<file path="src/rtl/negor_alu.sv">
module negor_alu (
  input  logic        clk,
  input  logic        rst,
  input  logic        valid,
  input  logic [2:0]  op,
  input  logic [1:0]  size,
  input  logic [31:0] dst,
  input  logic [31:0] src,
  output logic [31:0] result,
  output logic [4:0]  flags,
  output logic        err
);

  localparam logic [2:0] OP_NOP  = 3'd0;
  localparam logic [2:0] OP_NEG  = 3'd1;
  localparam logic [2:0] OP_NEGX = 3'd2;
  localparam logic [2:0] OP_NOT  = 3'd3;
  localparam logic [2:0] OP_OR   = 3'd4;
  localparam logic [2:0] OP_ORI  = 3'd5;
  localparam int FX = 4, FN = 3, FZ = 2, FV = 1, FC = 0;

  logic [31:0] mask, calc, sized;
  logic        x_in, r_msb, d_msb, zero, borrow, illegal, is_arith, is_logic, active;
  logic [4:0]  nxt;

  assign illegal  = (size == 2'b11);
  assign is_arith = (op == OP_NEG) || (op == OP_NEGX);
  assign is_logic = (op == OP_NOT) || (op == OP_OR) || (op == OP_ORI);
  assign active   = is_arith || is_logic;
  assign x_in     = (op == OP_NEGX) ? flags[FX] : 1'b0;

  always_comb begin
    case (size)
      2'b00:   begin mask = 32'h0000_00FF; r_msb = calc[7];  d_msb = dst[7];  end
      2'b01:   begin mask = 32'h0000_FFFF; r_msb = calc[15]; d_msb = dst[15]; end
      default: begin mask = 32'hFFFF_FFFF; r_msb = calc[31]; d_msb = dst[31]; end
    endcase
  end

  always_comb begin
    case (op)
      OP_NEG, OP_NEGX: calc = 32'd0 - dst - {31'd0, x_in};
      OP_NOT:          calc = ~dst;
      OP_OR, OP_ORI:   calc = dst | src;
      default:         calc = dst;
    endcase
  end

  assign sized  = calc & mask;
  assign zero   = (sized == 32'd0);
  assign borrow = ((dst & mask) != 32'd0) || x_in;
  assign result = illegal ? dst : ((dst & ~mask) | sized);
  assign err    = valid && active && illegal;

  always_comb begin
    nxt = flags;
    case (op)
      OP_NEG:  nxt = {borrow, r_msb, zero, d_msb & r_msb, borrow};
      OP_NEGX: nxt = {borrow, r_msb, flags[FZ] & zero, d_msb & r_msb, borrow};
      OP_NOT, OP_OR, OP_ORI: nxt = {flags[FX], r_msb, zero, 1'b0, 1'b0};
      default: nxt = flags;
    endcase
  end

  always_ff @(posedge clk) begin
    if (rst)
      flags <= 5'd0;
    else if (valid && active && !illegal)
      flags <= nxt;
  end

  a_r1_upper_kept: assert property (@(posedge clk) disable iff (rst)
    (size == 2'b00) |-> (result[31:8] == dst[31:8]));

  a_r2_neg_carry: assert property (@(posedge clk) disable iff (rst)
    (valid && op == OP_NEG && !illegal) |=> (flags[FX] == flags[FC]) && (flags[FC] == !flags[FZ]));

  a_r4_z_sticky: assert property (@(posedge clk) disable iff (rst)
    (valid && op == OP_NEGX && !illegal && !flags[FZ]) |=> !flags[FZ]);

  a_r5_logic_vc: assert property (@(posedge clk) disable iff (rst)
    (valid && is_logic && !illegal) |=> (flags[1:0] == 2'b00) && (flags[FX] == $past(flags[FX])));

  a_r7_nop_stable: assert property (@(posedge clk) disable iff (rst)
    (valid && !active) |=> $stable(flags));

  a_r8_illegal_hold: assert property (@(posedge clk) disable iff (rst)
    (valid && active && illegal) |=> $stable(flags));

  a_r8_illegal_pass: assert property (@(posedge clk) disable iff (rst)
    (valid && active && illegal) |-> (err && result == dst));

  a_r9_idle_stable: assert property (@(posedge clk) disable iff (rst)
    !valid |=> $stable(flags));

endmodule

</file>
<file path="config.mk">
export PLATFORM = sky130hd
export DESIGN_NAME = negor_alu
export DESIGN_NICKNAME = d
export VERILOG_FILES = /design/src/rtl/negor_alu.sv
export SDC_FILE = /design/constraint.sdc
export NUM_CORES = 1
export LEC_CHECK = 0
export ABC_CLOCK_PERIOD_IN_PS = 9400
export BUFFER_PORTS_ARGS = -buffer_cell sky130_fd_sc_hd__buf_2
export CORE_UTILIZATION = 40
export CTS_CLUSTER_SIZE = 24
export DETAILED_ROUTE_END_ITERATION = 16
export PLACE_DENSITY_LB_ADDON = 0.15
export SLEW_MARGIN = 40
export SYNTH_ARGS = -nofsm -noshare
export SYNTH_HDL_FRONTEND = slang
export SYNTH_SLANG_ARGS = --single-unit
</file>
<file path="constraint.sdc">
create_clock -name clk -period 9.4 [get_ports clk]
set_clock_uncertainty 0.05 [all_clocks]
set_input_delay 0.47 -clock clk [delete_from_list [all_inputs] [get_ports clk]]
set_output_delay 0.47 -clock clk [all_outputs]
set_load 0.01 [all_outputs]
</file>
==> out/metrics.cfg <==
[status]
status = finished, final reports clean

[timing]
timing.final.crit_share = 0.521
max_freq_ghz = 0.204
max_slew_margin = 0.437
period_minus_slack_ns = 4.90
rsz0062_at_grt = false
slew_viol_final = 0
setup_viol = 0
tightest_slew_ns = 0.844
hold_viol_final = 0
setup_tns_ns = 0

[cts]
cts.repair.resized = 0
clk_pin_slew_ns = 0.04
cts_buffers = 3
hold_buffers = 0
clockBufferDepth = 2
cts.sinks = 5
clock-root-buffer = clkbuf_8
cts_tree = built
post-cts-setup-buffers = 0
insertion_delay_ns = 0.22
h-tree-depth = 1

[finish]
area_growth_pct = 16.5
drive_gt1_frac = 0.196
diodes = 0
final_nets = 801
largest_reg_flops = 5
fin_area_mm2 = 0.00454
reg_top3 = flags (5)
regMostFlops = flags

[yosys]
avgSynthCellArea_um2 = 6.36
synth_cell_types = 72
yosys_warnings = 0
ys_ff_latch = 5
synth_top_area_frac = 0.112
synthFlopType = dfxtp_1
synth_area_leaders = ha_1, a21oi_1, o21ai_0
syn_area_mm2 = 0.00390
synth_fp_nets = 720
ys_seq_area_frac = 0.0257
synth-edff-count = 0
ys_async_sr_fraction = 0
syn_inst = 613
synth_top_area_cell = ha_1

[route]
via_count = 5191
drc = 0
drtPass1Iterations = 5
routed_wl_um = 16100
ant_nets = 0
wl_per_cell_um = 19.6
via_per_inst = 6.32
initialDrtViolationCount = 483

[floorplanning]
io_pins = 110
die_w_um = 101
dieArea_mm2 = 0.0101
die_h_um = 101
start_util = 0.418
core_area_mm2 = 0.00933
rows = 35

[power_and_ir_drop]
power_density_mw_per_mm2 = 80.8
power_leakage_nw = 2.03
max-vdd-ir-drop_uv = 57.4

[grt]
grt_max_degree = 73
grt.overflow.total = 0
grt_pass1_wl_um = 24900
track_usage = 0.310
antenna_found_initial = 0
grt_pass1_vias = 4701

[min_path]
min_from = flags[1]$_SDFFE_PP0P_
worst_hold_path_type = flip-flop to flip-flop
holdPathStages = 2

[placement]
port_buffers = 109
post_dp_cell_area_mm2 = 0.00450
dp_hpwl_um = 12700
gp_congestion = 0.978

[run]
drv_cap = 0

[worst_setup_path]
arrival_ns = 4.38
r2r_start = flags[4]$_SDFFE_PP0P_
cp-startpoint = op[2]
worst-path-max-fanout = 72
critPathRequiredTime_ns = 8.88
cp-start-kind = input port
path_buf_inv = 4
cp_top_family = compound AO/OA/AOI/OAI gates
max_stage_delay_ns = 0.54
crit_path_end_kind = primary output
critPathKind = input port to primary output
crit_chain = buf_2, buf_4, nor3b_1, nand2_1, ha_1, ha_1, inv_1, ha_1, o21bai_1, a211o_4, a221oi_2, o21ai_1, xnor2_1, o221a_1, o21ai_0, nand2_1, o21ai_0, buf_2
cp.depth = 18
ff2ff_path_depth = 13
cp_common_cell = ha_1
critical-path-slowest-cell = nor3b_1

metal layers:
metal	wire length, µm	global-route usage	vias up
met5	0	0	-
met4	257	0.0535	0
met3	1200	0.0236	24
met2	7370	0.525	277
met1	7260	0.433	2397
li1	-	-	2493
report_power, final:
group / leakage (nW) / switching [W] / total, W / internal [W]
combinational: 1.97 / 0.000190 / 0.000304 / 0.000114
sequential: 0.0408 / 0.000000743 / 0.0000233 / 0.0000225
clock: 0.0228 / 0.0000107 / 0.0000398 / 0.0000291
total: 2.03 / 0.000201 / 0.000367 / 0.000166
through the flow:
stage	worst slack (ns)	instances	power, W	util	hold slack (ns)
after floorplan	5.45	613	0.000224	-	0.454
after global placement	4.89	818	0.000317	0.481	0.422
after detailed placement	4.61	818	0.000319	0.482	0.425
after CTS	4.59	822	0.000361	0.487	0.443
after global routing	4.28	822	0.000395	0.487	0.474
final	4.50	822	0.000367	0.487	0.433
final cells by class:
type / count / area (µm²)
fillers: 1001 / 4790
multi-input cells: 531 / 3520
repair buffers: 111 / 561
well taps: 129 / 161
inverters: 42 / 158
flip-flops and latches: 5 / 100
clock buffers: 4 / 45.0
Yosys cell counts, types with 6 or more instances:
master     n
a211oi_1  11
o21bai_1   6
o21ai_0   57
nand2_1   70
nor2_1    49
a21oi_1   60
nor4_1     9
o21a_1     9
o22ai_1    8
a21o_1    14
a221oi_1   9
nor3_1    10
o31ai_1    9
xor2_1    11
o21ai_1    6
xnor2_1   15
a22oi_1   26
nand3_1    6
inv_1     41
nand4_1   12
ha_1      35
clkbuf_1  28
logic make-up (layout without fill, tap and decap cells):
logic type | Yosys count | in the layout | share of synthesized area
AOI/OAI and AO/OA | 268 | 268 | 0.467
buffers and inverters | 77 | 157 | 0.0751
DFF | 5 | 5 | 0.0257
muxes | 7 | 7 | 0.0193
adders and majority gates | 38 | 38 | 0.120
and+or+nand+nor | 192 | 192 | 0.235
xor gates and xnor gates | 26 | 26 | 0.0584
worst reg2reg max path, delay by kind of cell (launching register included):
| family | cells | cell delay, ns |
|---|---|---|
| AOI/OAI and AO/OA | 6 | 1.78 |
| xor gates and xnor gates | 1 | 0.19 |
| adders and majority gates | 2 | 0.42 |
| DFF | 1 | 0.36 |
| and+or+nand+nor | 4 | 0.74 |
worst paths after layout:
check | end | slack (ns)
worst max-delay path | result[17] | 4.50
worst min-delay path | flags[1]$_SDFFE_PP0P_ | 0.43
worst max register to register | flags[2]$_SDFFE_PP0P_ | 5.78
worst min register to register | flags[1]$_SDFFE_PP0P_ | 0.43
cells in the final DEF, fill, tap and decap left out, drive strengths merged, types with 6 or more instances in the layout:
| cell | synthesis | layout |
|---|---|---|
| buf | 7 | 111 |
| o21bai | 6 | 6 |
| nand4 | 12 | 12 |
| xor2 | 11 | 11 |
| ha | 35 | 35 |
| a22oi | 26 | 26 |
| xnor2 | 15 | 15 |
| a31oi | 6 | 6 |
| o21a | 9 | 9 |
| nor3 | 10 | 10 |
| a221oi | 13 | 13 |
| inv | 41 | 41 |
| nand3 | 6 | 6 |
| nand2 | 70 | 70 |
| a21oi | 62 | 62 |
| a21o | 14 | 14 |
| nor2 | 49 | 49 |
| a211oi | 12 | 12 |
| nor4 | 9 | 9 |
| o21ai | 65 | 65 |
| o22ai | 8 | 8 |
| o31ai | 9 | 9 |
(Power assumes the default switching activity.)
